File: src/rtl/rr_pkg.sv
package rr_pkg;

    // Reason an offered instruction is held back, in priority order.
    typedef enum logic [1:0] {
        HOLD_NONE    = 2'd0,
        HOLD_FLUSH   = 2'd1,
        HOLD_NO_TAG  = 2'd2,
        HOLD_OPERAND = 2'd3
    } hold_cause_e;

endpackage

File: src/rtl/rr_tag_alloc.sv
module rr_tag_alloc #(
    parameter int NUM_TAGS = 4,
    localparam int TAG_W   = (NUM_TAGS > 1) ? $clog2(NUM_TAGS) : 1
) (
    input  logic [NUM_TAGS-1:0] busy,
    output logic                any_free,
    output logic [TAG_W-1:0]    free_idx
);
    // Lowest free index wins: scan from the top so the lowest overrides.
    always_comb begin
        any_free = 1'b0;
        free_idx = '0;
        for (int t = NUM_TAGS - 1; t >= 0; t--) begin
            if (!busy[t]) begin
                any_free = 1'b1;
                free_idx = TAG_W'(t);
            end
        end
    end
endmodule

File: src/rtl/rr_cmp_match.sv
module rr_cmp_match #(
    parameter int NUM_REGS = 4,
    parameter int NUM_TAGS = 4,
    localparam int REG_W   = (NUM_REGS > 1) ? $clog2(NUM_REGS) : 1,
    localparam int TAG_W   = (NUM_TAGS > 1) ? $clog2(NUM_TAGS) : 1
) (
    input  logic                               cmp_valid,
    input  logic [TAG_W-1:0]                   cmp_tag,
    input  logic [NUM_TAGS-1:0]                busy,
    input  logic [NUM_TAGS-1:0][REG_W-1:0]     owner,
    input  logic [NUM_REGS-1:0]                pend,
    input  logic [NUM_REGS-1:0][TAG_W-1:0]     rtag,
    output logic                               live,
    output logic                               hit,
    output logic [REG_W-1:0]                   hit_reg
);
    // A completion is live if its tag is in use; it hits only if the
    // owning register still names that tag.
    always_comb begin
        live    = cmp_valid && busy[cmp_tag];
        hit_reg = owner[cmp_tag];
        hit     = live && pend[hit_reg] && (rtag[hit_reg] == cmp_tag);
    end
endmodule

File: src/rtl/rr_src_read.sv
module rr_src_read #(
    parameter int DATA_W   = 8,
    parameter int NUM_REGS = 4,
    parameter int NUM_TAGS = 4,
    localparam int REG_W   = (NUM_REGS > 1) ? $clog2(NUM_REGS) : 1,
    localparam int TAG_W   = (NUM_TAGS > 1) ? $clog2(NUM_TAGS) : 1
) (
    input  logic [NUM_REGS-1:0][DATA_W-1:0] reg_val,
    input  logic [NUM_REGS-1:0]             reg_pend,
    input  logic [NUM_REGS-1:0][TAG_W-1:0]  reg_tag,
    input  logic                            src_en,
    input  logic [REG_W-1:0]                src_sel,
    input  logic                            hit,
    input  logic [REG_W-1:0]                hit_reg,
    input  logic [DATA_W-1:0]               cmp_data,
    output logic [DATA_W-1:0]               out_val,
    output logic                            out_pend,
    output logic [TAG_W-1:0]                out_tag
);
    logic forward;

    always_comb begin
        forward  = hit && (hit_reg == src_sel);
        out_tag  = reg_tag[src_sel];
        out_val  = forward ? cmp_data : reg_val[src_sel];
        out_pend = src_en && reg_pend[src_sel] && !forward;
    end
endmodule

File: src/rtl/rename_scoreboard.sv
module rename_scoreboard #(
    parameter int DATA_W   = 8,
    parameter int NUM_REGS = 4,
    parameter int NUM_TAGS = 4,
    localparam int REG_W   = (NUM_REGS > 1) ? $clog2(NUM_REGS) : 1,
    localparam int TAG_W   = (NUM_TAGS > 1) ? $clog2(NUM_TAGS) : 1,
    localparam int NUM_SRC = 2
) (
    input  logic              clk,
    input  logic              rst_n,
    input  logic              flush_req,
    input  logic              iss_valid,
    input  logic              iss_is_load,
    input  logic              iss_is_store,
    input  logic              iss_accept_tag,
    input  logic              iss_src0_en,
    input  logic [REG_W-1:0]  iss_src0,
    input  logic              iss_src1_en,
    input  logic [REG_W-1:0]  iss_src1,
    input  logic              iss_dst_en,
    input  logic [REG_W-1:0]  iss_dst,
    input  logic [DATA_W-1:0] iss_wr_data,
    input  logic              cmp_valid,
    input  logic [TAG_W-1:0]  cmp_tag,
    input  logic [DATA_W-1:0] cmp_data,
    output logic              iss_stall,
    output logic [TAG_W-1:0]  iss_ld_tag,
    output logic [DATA_W-1:0] op0_val,
    output logic              op0_pend,
    output logic [TAG_W-1:0]  op0_tag,
    output logic [DATA_W-1:0] op1_val,
    output logic              op1_pend,
    output logic [TAG_W-1:0]  op1_tag,
    output logic              ld_wb_valid,
    output logic [REG_W-1:0]  ld_wb_reg,
    output logic [DATA_W-1:0] ld_wb_data
);
    import rr_pkg::*;

    typedef struct packed {
        logic [NUM_REGS-1:0][DATA_W-1:0] val;
        logic [NUM_REGS-1:0]             pend;
        logic [NUM_REGS-1:0][TAG_W-1:0]  rtag;
        logic [NUM_TAGS-1:0]             busy;
        logic [NUM_TAGS-1:0][REG_W-1:0]  owner;
        logic                            drain;
    } sb_state_t;

    sb_state_t state_q, state_d;

    logic              any_free_w;
    logic [TAG_W-1:0]  free_idx_w;
    logic              cmp_live_w;
    logic              cmp_hit_w;
    logic [REG_W-1:0]  cmp_reg_w;
    logic [NUM_TAGS-1:0] tag_busy_w;
    logic              draining_w;

    logic [NUM_SRC-1:0]             src_en_w;
    logic [NUM_SRC-1:0][REG_W-1:0]  src_sel_w;
    logic [NUM_SRC-1:0][DATA_W-1:0] src_val_w;
    logic [NUM_SRC-1:0]             src_pend_w;
    logic [NUM_SRC-1:0][TAG_W-1:0]  src_tag_w;

    hold_cause_e hold_w;
    logic        accept_w;
    logic        load_go_w;
    logic        alu_wr_w;

    assign tag_busy_w = state_q.busy;
    assign draining_w = state_q.drain;

    rr_tag_alloc #(.NUM_TAGS(NUM_TAGS)) u_alloc (
        .busy     (state_q.busy),
        .any_free (any_free_w),
        .free_idx (free_idx_w)
    );

    rr_cmp_match #(.NUM_REGS(NUM_REGS), .NUM_TAGS(NUM_TAGS)) u_match (
        .cmp_valid (cmp_valid),
        .cmp_tag   (cmp_tag),
        .busy      (state_q.busy),
        .owner     (state_q.owner),
        .pend      (state_q.pend),
        .rtag      (state_q.rtag),
        .live      (cmp_live_w),
        .hit       (cmp_hit_w),
        .hit_reg   (cmp_reg_w)
    );

    assign src_en_w  = {iss_src1_en, iss_src0_en};
    assign src_sel_w = {iss_src1, iss_src0};

    generate
        for (genvar s = 0; s < NUM_SRC; s++) begin : g_src
            rr_src_read #(
                .DATA_W(DATA_W), .NUM_REGS(NUM_REGS), .NUM_TAGS(NUM_TAGS)
            ) u_read (
                .reg_val  (state_q.val),
                .reg_pend (state_q.pend),
                .reg_tag  (state_q.rtag),
                .src_en   (src_en_w[s]),
                .src_sel  (src_sel_w[s]),
                .hit      (cmp_hit_w),
                .hit_reg  (cmp_reg_w),
                .cmp_data (cmp_data),
                .out_val  (src_val_w[s]),
                .out_pend (src_pend_w[s]),
                .out_tag  (src_tag_w[s])
            );
        end
    endgenerate

    always_comb begin
        state_d = state_q;

        // Hold decision, highest priority first.
        hold_w = HOLD_NONE;
        if (iss_valid) begin
            if (state_q.drain || flush_req)
                hold_w = HOLD_FLUSH;
            else if (iss_is_load && !any_free_w)
                hold_w = HOLD_NO_TAG;
            else if (!iss_accept_tag && (|src_pend_w))
                hold_w = HOLD_OPERAND;
        end
        accept_w  = iss_valid && (hold_w == HOLD_NONE);
        load_go_w = accept_w && iss_is_load;
        alu_wr_w  = accept_w && !iss_is_load && !iss_is_store && iss_dst_en;

        // Load completion: release the tag, write only if still current.
        if (cmp_live_w)
            state_d.busy[cmp_tag] = 1'b0;
        if (cmp_hit_w) begin
            state_d.val[cmp_reg_w]  = cmp_data;
            state_d.pend[cmp_reg_w] = 1'b0;
        end

        // Issue effects come after, so they override a same-cycle completion.
        if (load_go_w) begin
            state_d.busy[free_idx_w]  = 1'b1;
            state_d.owner[free_idx_w] = iss_dst;
            state_d.pend[iss_dst]     = 1'b1;
            state_d.rtag[iss_dst]     = free_idx_w;
        end
        if (alu_wr_w) begin
            state_d.val[iss_dst]  = iss_wr_data;
            state_d.pend[iss_dst] = 1'b0;
        end

        // Flush: hold until the tag pool is empty, then clear every rename.
        state_d.drain = (state_q.drain || flush_req) && (|state_d.busy);
        if ((state_q.drain || flush_req) && !state_d.drain)
            state_d.pend = '0;

        ld_wb_valid = cmp_hit_w && !((load_go_w || alu_wr_w) && (iss_dst == cmp_reg_w));
    end

    always_ff @(posedge clk) begin
        if (!rst_n)
            state_q <= '0;
        else
            state_q <= state_d;
    end

    assign iss_stall  = (hold_w != HOLD_NONE);
    assign iss_ld_tag = free_idx_w;
    assign ld_wb_reg  = cmp_reg_w;
    assign ld_wb_data = cmp_data;
    assign op0_val    = src_val_w[0];
    assign op0_pend   = src_pend_w[0];
    assign op0_tag    = src_tag_w[0];
    assign op1_val    = src_val_w[1];
    assign op1_pend   = src_pend_w[1];
    assign op1_tag    = src_tag_w[1];

endmodule

File: config.mk
export PLATFORM = sky130hd
export DESIGN_NAME = rename_scoreboard
export DESIGN_NICKNAME = d
export VERILOG_FILES = /design/src/rtl/rr_pkg.sv /design/src/rtl/rr_tag_alloc.sv /design/src/rtl/rr_cmp_match.sv /design/src/rtl/rr_src_read.sv /design/src/rtl/rename_scoreboard.sv
export SDC_FILE = /design/constraint.sdc
export NUM_CORES = 1
export LEC_CHECK = 0
export BUFFER_PORTS_ARGS = -buffer_cell sky130_fd_sc_hd__buf_4
export CORE_UTILIZATION = 37
export CTS_BUF_LIST = sky130_fd_sc_hd__clkbuf_4
export DETAILED_ROUTE_END_ITERATION = 12
export PLACE_DENSITY = 0.68
export SYNTH_ARGS = -nofsm -noshare
export SYNTH_HDL_FRONTEND = slang
export SYNTH_HIERARCHICAL = 1
export SYNTH_SLANG_ARGS = --single-unit
File: constraint.sdc
create_clock -name clk -period 3.85 [get_ports clk]
set_clock_uncertainty 0.2 [all_clocks]
set_input_delay 0.1925 -clock clk [delete_from_list [all_inputs] [get_ports clk]]
set_output_delay 0.1925 -clock clk [all_outputs]
set_load 0.01 [all_outputs]
# Yosys cells after proc, flatten, opt, wreduce, memory -nomap -nowiden
# Cells that the tools add are included.
[totals] input_bits=35 reg_bits=57 word_cells=135 output_inout_bits=36
[classes] n_reduce_logical=39 n_bitwise=9 n_eq_ne=4 n_lt_le_gt_ge=10 n_mux=58
[op_table] op="36-bit two-way mux" n=2
[op_table] op="32-bit bitwise mux" n=2
[op_table] op="8-bit two-way mux" n=6
[op_table] op="8-bit binary-select mux with 2-bit select" n=2
[op_table] op="8-bit demux with 2-bit select" n=2
[op_table] op="2-bit two-way mux" n=14
[op_table] op="1-bit logical AND" n=24
[op_table] op="24-bit two-way mux" n=1
[op_table] op="2-bit by 3-bit less-than comparator with 1-bit output, second input constant" n=6
[op_table] op="2-bit binary-select mux with 2-bit select" n=4
[op_table] op="8-bit bitwise mux" n=2
[op_table] op="4-bit bitwise AND" n=3
[op_table] op="1-bit two-way mux" n=12
[op_table] op="4-bit inverter" n=3
[op_table] op="1-bit binary-select mux with 2-bit select" n=4
[op_table] op="1-bit demux with 2-bit select" n=4
[op_table] op="2-bit demux with 2-bit select" n=2
[op_table] op="2-bit equality test" n=4
[op_table] op="2-bit by 1-bit greater-or-equal comparator with 1-bit output, second input constant" n=4
[op_table] op="1-bit zero test" n=8
[op_table] op="4-bit OR" n=2
[op_table] op="4-bit two-way mux" n=1
[op_table] op="2-bit OR reduction" n=2
[op_table] op="4-bit OR reduction" n=1
[op_table] op="4 further kinds" n=5

# Longest topological paths before layout
# Gate-level depths: netlist of run 1.
[logic_depth] ltp_word=24 mapped_depth=13 mapped_depth_nobuf=10

# Hierarchy
# The synthesis of run 1 kept the hierarchy.
[modules_own_cells] module="rename_scoreboard" cells_per_inst=290 instances=1 area_per_inst_um2=2783.9 seq_area_each_um2=1141.1
[modules_own_cells] module="rr_src_read" cells_per_inst=25 instances=2 area_per_inst_um2=444.2 seq_area_each_um2=0.0
[modules_own_cells] module="rr_cmp_match" cells_per_inst=34 instances=1 area_per_inst_um2=321.6 seq_area_each_um2=0.0
[modules_own_cells] module="rr_tag_alloc" cells_per_inst=5 instances=1 area_per_inst_um2=28.8 seq_area_each_um2=0.0

# Worst setup path after synthesis of run 1
# OpenSTA, ideal clock, no wires.
[synth_timing] path_kind="input port to flip-flop" startpoint="input cmp_tag[0]" endpoint="register with a tool-made name" t_arrival_ps=3336 slack_ps=198 setup_ps=116 required_ps=3534 stages=12 path_cell_list="buf_6 mux4_1 nand3b_1 nor4_1 o32a_1 nand3_4 and3_1 o21bai_4 buf_4 and4b_1 mux2i_1 nor2b_1"
[synth_rtl] item="start: declaration" line="rename_scoreboard.sv:24" rtl="input logic [TAG_W-1:0] cmp_tag,"

==> flow_summary.json, run 1 <==
{
  "status": "complete, no violations",
  "start_kind": "register",
  "drt-vias-per-instance": 5.579,
  "grt_pass1_wl_um": 16880,
  "synth_async_sr_flop_share_pct": 0,
  "synth.distinct_cells": 52,
  "slowest_stage": "mux4_2",
  "grt_antenna_before_repair": 0,
  "drc": 0,
  "start_util_pct": 38.62,
  "slew_violations": 0,
  "grt_pass1_vias": 3148,
  "wl_per_cell_um": 18.02,
  "antenna_cells": 0,
  "hold_ws_ns": 0.02315,
  "die_area_sq_mm": 0.01129,
  "arrival_ns": 3.28,
  "area_growth_pct": 21.37,
  "crit_type": "register to output port",
  "cts_root_buf": "clkbuf_4",
  "core_sq_mm": 0.01042,
  "synth_flop_cell": "dfxtp_1",
  "insertion_delay_ns": 0.42,
  "worst_slew_pin_slew_ns": 0.7541,
  "min_period_ns": 3.677,
  "grt_max_degree": 63,
  "synth_edf_count": 0,
  "rows": 37,
  "fmax_mhz": 272.0,
  "io_pins": 71,
  "cp_max_fo": 8,
  "gp_congestion": 0.8502,
  "ys_ff_latch": 57,
  "syn_area_sq_mm": 0.004023,
  "max-slew-margin-rel_pct": 49.62,
  "cellLeakagePower_uw": 0.002105,
  "drv_cap": 0,
  "numCtsBuffers": 9,
  "drtPass1Iterations": 4,
  "rsz0062_at_grt": "no",
  "hpwlAfterDp_um": 7334,
  "grt_overflow": 0,
  "pre_cts_ws_ns": 0.07184,
  "critPathMaxStageDelay_ns": 0.57,
  "ys_seq_area_share_pct": 28.37,
  "ir_drop_mv": 0.1447,
  "syn_inst": 379,
  "htreeDepth": 3,
  "cts_tree": "built",
  "totalWireLength_um": 10700,
  "fp.dieW_um": 106.3,
  "worstPathCellList": "mux4_2 -> buf_4 -> mux2i_1 -> mux2_2 -> o32a_2 -> nand3_4 -> buf_4 -> mux2_2 -> buf_4",
  "finalSetupViolCount": 0,
  "final_common_cell": "buf_4",
  "syn_avg_cell_area_sq_um": 10.61,
  "drive_above_1_share_pct": 37.55,
  "path_common_cell": "buf_4",
  "synth_nets": 414,
  "endpoint_kind": "output port",
  "via_count": 3314,
  "io_buffer_count": 70,
  "nFillCells": 1009,
  "clkTransAtPathRegs_ns": 0.10,
  "ant_nets": 0,
  "power_uw": 1194,
  "first_iter_violations": 241,
  "required_ns": 3.46,
  "final-hold-violation-count": 0,
  "tns_ns": 0,
  "reg2reg_setup_slack_ns": 0.27,
  "min_period_over_period_pct": 95.50,
  "final.setup.worst_slack_ns": 0.1732,
  "nets": 488,
  "track_usage_pct": 19.62,
  "power_density_mw_per_mm2": 244.6,
  "clock_sinks": 57,
  "layout_common_cells": "78 x buf_4, 57 x dfxtp_1, 39 x nand3_1, 35 x mux2_2, 31 x o21ai_0",
  "hp-class": "primary input to register",
  "ys_warn_count": 6,
  "die_h_um": 106.3,
  "cts.path.max_buffers": 2
}
-- repair_timing --
action,4_1_cts,5_1_grt
setup endpoints to repair,1,4
gates resized for setup,0,1
pin swaps,2,0
buffers inserted,1,0
hold buffers,17,0
endpoints found under the hold margin,41,0
-- Yosys cell counts, drive strengths merged, types with 3 or more instances --
| library cell | n | share of area [%] |
|---|---|---|
| nor3b | 5 | 1.2 |
| mux2 | 51 | 15 |
| mux4 | 25 | 15 |
| o21ai | 35 | 4.4 |
| nand4 | 11 | 2.3 |
| dfxtp | 57 | 28 |
| clkbuf | 5 | 0.47 |
| inv | 3 | 0.28 |
| nor2b | 14 | 2.2 |
| and3 | 5 | 0.78 |
| nand3 | 42 | 6.0 |
| nand2b | 9 | 1.4 |
| buf | 27 | 4.5 |
| nor2 | 4 | 0.44 |
| mux2i | 20 | 5.0 |
| nand2 | 20 | 1.9 |
| xnor2 | 6 | 1.7 |
| a21boi | 13 | 2.4 |
| nand3b | 3 | 0.75 |
-- cell families (layout without fill, tap and decap cells) --
logic type / count (synthesis) / count (layout) / share of synthesized area [%]
mux: 96 / 96 / 35.58
compound gates: 59 / 59 / 9.580
buf+inv: 35 / 114 / 5.288
simple gates: 126 / 126 / 19.50
flops: 57 / 57 / 28.37
xor+xnor: 6 / 6 / 1.680
-- worst max-delay path: cells and delay by family (launching register included) --
| family | cells | cell delay, ns |
|---|---|---|
| muxes | 4 | 1.44 |
| buffers and inverters | 3 | 0.59 |
| AOI/OAI and AO/OA | 1 | 0.39 |
| DFF | 1 | 0.36 |
| and+or+nand+nor | 1 | 0.08 |
-- final timing paths --
path,start,endpoint,depth (start not counted)
max,register,op0_val[7],9
min,cmp_data[5],state_q[46]$_SDFF_PN0_,4
max reg2reg,register,state_q[35]$_SDFF_PN0_,11
min reg2reg,register,register,2
-- per-layer routing --
layer	global-route usage, %	vias up	part of all wire (%)
li1	-	1592	-
met3	3.863	19	5.4
met5	0	-	0
met4	7.937	0	2.1
met1	25.50	1603	44
met2	31.82	100	48
-- report_power, final --
| part | internal (uW) | leakage [uW] | switching [uW] | total [uW] |
|---|---|---|---|---|
| registers | 593 | 0.000459 | 3.27 | 596 |
| clock network | 200 | 0.0000698 | 235 | 436 |
| logic | 78.7 | 0.00158 | 83.2 | 162 |
-- stage by stage --
stage	cells	util, %	cell area, sq um
3_5_place_dp	560	43.87	4569
3_3_place_gp	560	43.87	4569
2_1_floorplan	379	-	4023
4_1_cts	594	46.86	4881
5_1_grt	594	46.87	4882
6_report	594	46.87	4882
-- cell type report --
type | count | area, sq um | share of cell area [%]
timing repair buffer | 95 | 755.7 | 15.48
clock buffer | 10 | 75.07 | 1.538
clock inverter | 6 | 58.81 | 1.205
inverter | 3 | 11.26 | 0.2307
tap | 136 | 170.2 | 3.485
sequential | 57 | 1141 | 23.37
multi-input combinational | 287 | 2670 | 54.69
Note: power is estimated with default switching activity, not from simulation.
==> inputs of run 2 (changes only) <==
--- a/config.mk
+++ b/config.mk
@@ -5,11 +5,13 @@
 export SDC_FILE = /design/constraint.sdc
 export NUM_CORES = 1
 export LEC_CHECK = 0
+export ABC_AREA = 1
 export BUFFER_PORTS_ARGS = -buffer_cell sky130_fd_sc_hd__buf_4
+export CAP_MARGIN = 20
 export CORE_UTILIZATION = 37
 export CTS_BUF_LIST = sky130_fd_sc_hd__clkbuf_4
 export DETAILED_ROUTE_END_ITERATION = 12
-export PLACE_DENSITY = 0.68
+export PLACE_DENSITY = 0.67
 export SYNTH_ARGS = -nofsm -noshare
 export SYNTH_HDL_FRONTEND = slang
 export SYNTH_HIERARCHICAL = 1
==> constraint.sdc (replaced) <==
create_clock -name clk -period 4.5 [get_ports clk]
set_clock_uncertainty 0.2 [all_clocks]
set_input_delay 0.225 -clock clk [delete_from_list [all_inputs] [get_ports clk]]
set_output_delay 0.225 -clock clk [all_outputs]
set_load 0.01 [all_outputs]
==> run 2 against run 1 <==
Critical path depth grew 6. Via count grew 41%. Hold slack gained 0.017 ns. Synthesized area grew 7.8%. Critical path type unchanged.
==> flow_summary.json, run 2 <==
{
  "crit_type": "register to output port",
  "arrival_ns": 3.35,
  "grt_max_degree": 46,
  "io_buffer_count": 70,
  "first_iter_violations": 397,
  "cts_root_buf": "clkbuf_4",
  "wl_per_cell_um": 13.37,
  "io_pins": 71,
  "synth_nets": 786,
  "numCtsBuffers": 9,
  "drt-vias-per-instance": 4.874,
  "drc": 0,
  "ys_warn_count": 6,
  "antenna_cells": 0,
  "hpwlAfterDp_um": 9299,
  "worst_slew_pin_slew_ns": 0.8199,
  "gp_congestion": 0.8687,
  "status": "complete, no violations",
  "fmax_mhz": 264.7,
  "drv_cap": 0,
  "rsz0062_at_grt": "no",
  "via_count": 4660,
  "clkTransAtPathRegs_ns": 0.10,
  "max-slew-margin-rel_pct": 45.34,
  "cts_tree": "built",
  "syn_inst": 751,
  "die_area_sq_mm": 0.01216,
  "grt_pass1_wl_um": 20150,
  "die_h_um": 110.3,
  "cts.path.max_buffers": 2,
  "hp-class": "primary input to register",
  "insertion_delay_ns": 0.42,
  "synth_area_leaders": "dfxtp_1 26%, nand2_1 20%, inv_1 11%",
  "nets": 843,
  "synth.distinct_cells": 34,
  "clock_sinks": 57,
  "ant_nets": 0,
  "syn_area_sq_mm": 0.004338,
  "final_common_cell": "nand2_1",
  "final-hold-violation-count": 0,
  "grt_antenna_before_repair": 0,
  "htreeDepth": 3,
  "ys_seq_area_share_pct": 26.31,
  "area_growth_pct": 17.54,
  "start_kind": "register",
  "core_sq_mm": 0.01142,
  "synth_flop_cell": "dfxtp_1",
  "drive_above_1_share_pct": 14.64,
  "grt_overflow": 0,
  "finalSetupViolCount": 0,
  "synth_area_leader_cell": "dfxtp_1",
  "fp.dieW_um": 110.3,
  "totalWireLength_um": 12780,
  "endpoint_kind": "output port",
  "cellLeakagePower_uw": 0.002372,
  "required_ns": 4.07,
  "track_usage_pct": 21.48,
  "min_period_over_period_pct": 83.95,
  "slew_violations": 0,
  "grt_pass1_vias": 3927,
  "layout_common_cells": "226 x nand2_1, 125 x inv_1, 71 x buf_4, 67 x nand3_1, 57 x dfxtp_1",
  "cp_max_fo": 9,
  "yosysTopAreaCellShare_pct": 26.31,
  "rows": 39,
  "synth_edf_count": 0,
  "synth_most_common_cell": "nand2_1",
  "min_period_ns": 3.778,
  "ys_ff_latch": 57,
  "power_uw": 1176,
  "ir_drop_mv": 0.1549,
  "synth_async_sr_flop_share_pct": 0,
  "tns_ns": 0,
  "syn_avg_cell_area_sq_um": 5.776,
  "power_density_mw_per_mm2": 230.7,
  "start_util_pct": 37.99,
  "synth_common_cells": "226 x nand2_1, 125 x inv_1, 67 x nand3_1",
  "nFillCells": 1253,
  "drtPass1Iterations": 5
}
[run 2: cell types whose count changed after synthesis, moves of 14 or more]
cell,previous run,this run
a21oi_1,2,52
inv_1,3,125
mux2_2,35,0
mux2i_1,20,0
nand2_1,20,226
nand3_1,39,67
nor2_1,3,44
nor2b_1,14,0
o21ai_0,31,53
o21ai_1,3,35
[run 2: area by class of cell]
type | instances | area [sq um] | share of cell area (%)
Clock buffer | 9 | 67.56 | 1.325
Tap cell | 143 | 178.9 | 3.509
Multi-Input combinational cell | 522 | 2470 | 48.44
Clock inverter | 7 | 85.08 | 1.669
Inverter | 136 | 513.0 | 10.06
Timing Repair Buffer | 82 | 643.1 | 12.61
Sequential cell | 57 | 1141 | 22.38
[run 2: per-layer routing]
metal  part of all wire [%]  global-route usage, %  wire length [um]  vias up
li1                       -                      -                 -     2462
met1                     50                  31.94              6397     2005
met2                     42                  31.90              5363      181
met3                    6.8                  2.881               865       12
met4                    1.2                  6.203               156        0
met5                      0                      0                 0        -
[run 2: logic make-up (layout without fill, tap and decap cells)]
logic type | Yosys count | count (layout) | share of synthesized area (%)
and+or+nand+nor | 369 | 369 | 38.59
buffers and inverters | 172 | 234 | 16.76
AOI/OAI and AO/OA | 151 | 151 | 17.94
DFF | 57 | 57 | 26.31
xor gates and xnor gates | 2 | 2 | 0.4039
[run 2: stage by stage]
stage	setup WS (ns)	utilization [%]	area [sq um]	cells	hold slack [ns]
floorplan	1.319	-	4338	751	0.1711
global placement	1.012	42.35	4836	929	0.2780
detailed placement	0.8929	42.35	4836	929	0.2907
CTS	0.8049	44.65	5099	956	0.03272
global route	0.5589	44.65	5099	956	0.05906
finish	0.7221	44.65	5099	956	0.04049
[run 2: critical path, stage by stage, from the launching register on]
cell and delay, ns:
dfxtp_1 0.41, nor2_1 0.06, nor2_1 0.08, o21ai_0 0.08, a21boi_1 0.39, nand3_1 0.12
nor2_1 0.12, buf_4 0.17, nand3_1 0.13, nor2_4 0.20, nor2_1 0.11, o21bai_1 0.32
nand4_1 0.31, nand2_1 0.16, a31oi_1 0.11, buf_4 0.16
[run 2: path summary, 6_finish.rpt]
path / slack (ns) / cells past startpoint / startpoint / endpoint
hold / removal: 0.04 / 4 / iss_dst[0] / register
hold reg to reg: 0.30 / 2 / register / register
setup reg to reg: 0.97 / 17 / tag_busy_w[0]$_SDFF_PN0_ / state_q[47]$_SDFF_PN0_
setup / recovery: 0.72 / 15 / tag_busy_w[0]$_SDFF_PN0_ / ld_wb_valid
[run 2: repair_timing]
| action | 4_1_cts | 5_1_grt |
|---|---|---|
| resized for setup | 0 | 0 |
| hold endpoints to repair | 34 | 0 |
| setup buffers | 0 | 0 |
| hold buffers | 11 | 0 |
[run 2: power by group]
part           switching (uW)  internal [uW]  leakage [uW]
clock network             200            219     0.0000808
registers                5.98            510      0.000460
logic                     146           94.9       0.00183
total                     352            824       0.00237
==> inputs of run 3 (changes only) <==
--- a/config.mk
+++ b/config.mk
@@ -11,7 +11,7 @@
 export CORE_UTILIZATION = 37
 export CTS_BUF_LIST = sky130_fd_sc_hd__clkbuf_4
 export DETAILED_ROUTE_END_ITERATION = 12
-export PLACE_DENSITY = 0.67
+export PLACE_DENSITY = 0.69
 export SYNTH_ARGS = -nofsm -noshare
 export SYNTH_HDL_FRONTEND = slang
 export SYNTH_HIERARCHICAL = 1
==> constraint.sdc (replaced) <==
create_clock -name clk -period 3.2 [get_ports clk]
set_clock_uncertainty 0.2 [all_clocks]
set_input_delay 0.16 -clock clk [delete_from_list [all_inputs] [get_ports clk]]
set_output_delay 0.16 -clock clk [all_outputs]
set_load 0.01 [all_outputs]
==> run 3 against run 2 <==
The flow now finishes with violations (DRC, hold timing). Final area up 6.3%. Via count grew 5.5%. Core utilization grew 2.8 points. Total power increased by 45%. First-iteration DRC count is 15% lower. Setup slack got worse by 0.59 ns. Count of clock-buffer cells in the layout up 1. Die area stayed put.
==> flow_summary.json, run 3 (same netlist as run 2, synthesis figures left out) <==
{
  "status": "finished, violations left",
  "violations": "DRC, hold timing",
  "gp_congestion": 0.8706,
  "io_buffer_count": 70,
  "cts_root_buf": "clkbuf_4",
  "worstPathCellList": "nand2_2 -> nand3_4 -> nand2_4 -> nand2_1 -> nand3_1 -> nand3_1 -> nand3_2 -> nor2_4 -> nand3_2 -> nor2_4 -> nor2_2 -> nor2_2 -> nor2_2 -> nor2_4 -> nand3_4 -> nand2_1 -> a31oi_1 -> buf_4",
  "nFillCells": 1214,
  "final.setup.worst_slack_ns": 0.1341,
  "endpoint_kind": "output port",
  "start_kind": "register",
  "grt_antenna_before_repair": 0,
  "cp_max_fo": 5,
  "clkTransAtPathRegs_ns": 0.11,
  "critPathMaxStageDelay_ns": 0.36,
  "pre_cts_ws_ns": 0.1700,
  "final_common_cell": "nand2_1",
  "hold_ws_ns": -0.003758,
  "switchingPower_uw": 516.5,
  "worst_slew_pin_slew_ns": 0.7573,
  "htreeDepth": 3,
  "comb_power_share_pct": 21.6,
  "min_period_ns": 3.066,
  "pwr-share-clk_pct": 35.9,
  "hpwlAfterDp_um": 9671,
  "die_area_sq_mm": 0.01216,
  "grt_pass1_vias": 4042,
  "ant_nets": 0,
  "wl_per_cell_um": 14.01,
  "hp-class": "primary input to register",
  "drv_cap": 0,
  "required_ns": 2.84,
  "io_pins": 71,
  "wl_met3_um": 1216,
  "drt-vias-per-instance": 4.988,
  "seqPwrFrac_pct": 42.5,
  "min_from": "iss_is_store",
  "totalWireLength_um": 13810,
  "ir_drop_mv": 0.1597,
  "via_count": 4918,
  "nets": 873,
  "slew_violations": 0,
  "start_util_pct": 37.99,
  "met1_length_um": 6309,
  "netSwitchingFraction_pct": 30.32,
  "min_period_over_period_pct": 95.81,
  "power.internal_uw": 1187,
  "cellLeakagePower_uw": 0.002546,
  "finalSetupViolCount": 0,
  "rows": 39,
  "fmax_mhz": 326.2,
  "cts.path.max_buffers": 2,
  "crit_buf_inv": 1,
  "arrival_ns": 2.71,
  "grt_max_degree": 46,
  "slowest_stage": "dfxtp_2",
  "max-slew-margin-rel_pct": 49.33,
  "crit_type": "register to output port",
  "area_growth_pct": 24.95,
  "grt_overflow": 0,
  "multiInputGateArea_sq_mm": 0.002550,
  "insertion_delay_ns": 0.42,
  "crit_family": "simple AND/OR/NAND/NOR gates",
  "core_sq_mm": 0.01142,
  "track_usage_pct": 22.61,
  "grt_pass1_wl_um": 20710,
  "tns_ns": 0,
  "layout_common_cells": "224 x nand2_1, 125 x inv_1, 93 x buf_4, 63 x nand3_1, 53 x o21ai_0",
  "final-hold-violation-count": 1,
  "drive_above_1_share_pct": 19.34,
  "clock_sinks": 57,
  "top_layer": "met4",
  "numCtsBuffers": 9,
  "drc": 2,
  "die_h_um": 110.3,
  "cts_tree": "built",
  "fp.dieW_um": 110.3,
  "wl_met2_um": 6105,
  "power_uw": 1703,
  "regArea_sq_mm": 0.001147,
  "antenna_cells": 0,
  "drtPass1Iterations": 9,
  "power_density_mw_per_mm2": 314.3,
  "first_iter_violations": 339
}
## run 3: cell count changes in the layout (fill, tap and decap cells not counted), sizes merged
cell / before / now
buf: 71 / 94
clkbuf: 9 / 10
clkinv: 6 / 5
dlygate4sd3: 11 / 15
nand2: 236 / 237
nand3: 73 / 75
## run 3: power by group through the flow
stage | clock network (uW) | registers [uW] | logic [uW]
CTS | 620 | 724 | 353
finish | 611 | 725 | 367
global placement | 0 | 741 | 339
detailed placement | 0 | 741 | 339
floorplan | 0 | 738 | 207
global route | 653 | 726 | 406
## run 3: path summary, 6_finish.rpt
kind	end	slack, ns	cells after the start
max	ld_wb_valid	0.13	18
min	state_q[24]$_SDFF_PP0_	-0.004	5
min reg2reg	register	0.30	2
max reg2reg	state_q[53]$_SDFF_PN0_	0.22	19
## run 3: final cells by class
class                           count  area share, %
Inverter                          136          9.557
Tap cell                          143          3.301
Clock buffer                       10          1.385
Clock inverter                      6          1.524
Timing Repair Buffer              109          16.02
Multi-Input combinational cell    525          47.05
Sequential cell                    57          21.17
## run 3: timing repair
action                                 4_1_cts  5_1_grt
buffers inserted                             0        5
gates resized for setup                      1       19
pin swaps                                    0       11
endpoints found under the hold margin       42        0
gates cloned                                 0        3
hold buffers                                15        0
setup endpoints to repair                    1       28
## run 3: routing by layer
layer  vias to the layer above  GRT usage, %
met2                       183         35.18
met5                         -             0
met4                         0         6.579
li1                       2535             -
met3                        15         3.880
met1                      2185         31.80
## run 3: stage by stage
| step | instances | util, % | hold slack (ns) | instance area (sq um) |
|---|---|---|---|---|
| after floorplan | 751 | - | 0.1061 | 4338 |
| after global placement | 947 | 43.64 | 0.2208 | 4984 |
| after detailed placement | 947 | 43.64 | 0.2388 | 4984 |
| after CTS | 978 | 46.36 | 0.01762 | 5294 |
| after global routing | 986 | 47.47 | 0.03179 | 5420 |
| final | 986 | 47.47 | -0.003758 | 5420 |
## run 3: worst min-delay path, cell delays in order
cell	delay [ns]
buf_4	0.08
nor3b_2	0.04
nand3_4	0.11
o21ai_0	0.09
nor2_1	0.09
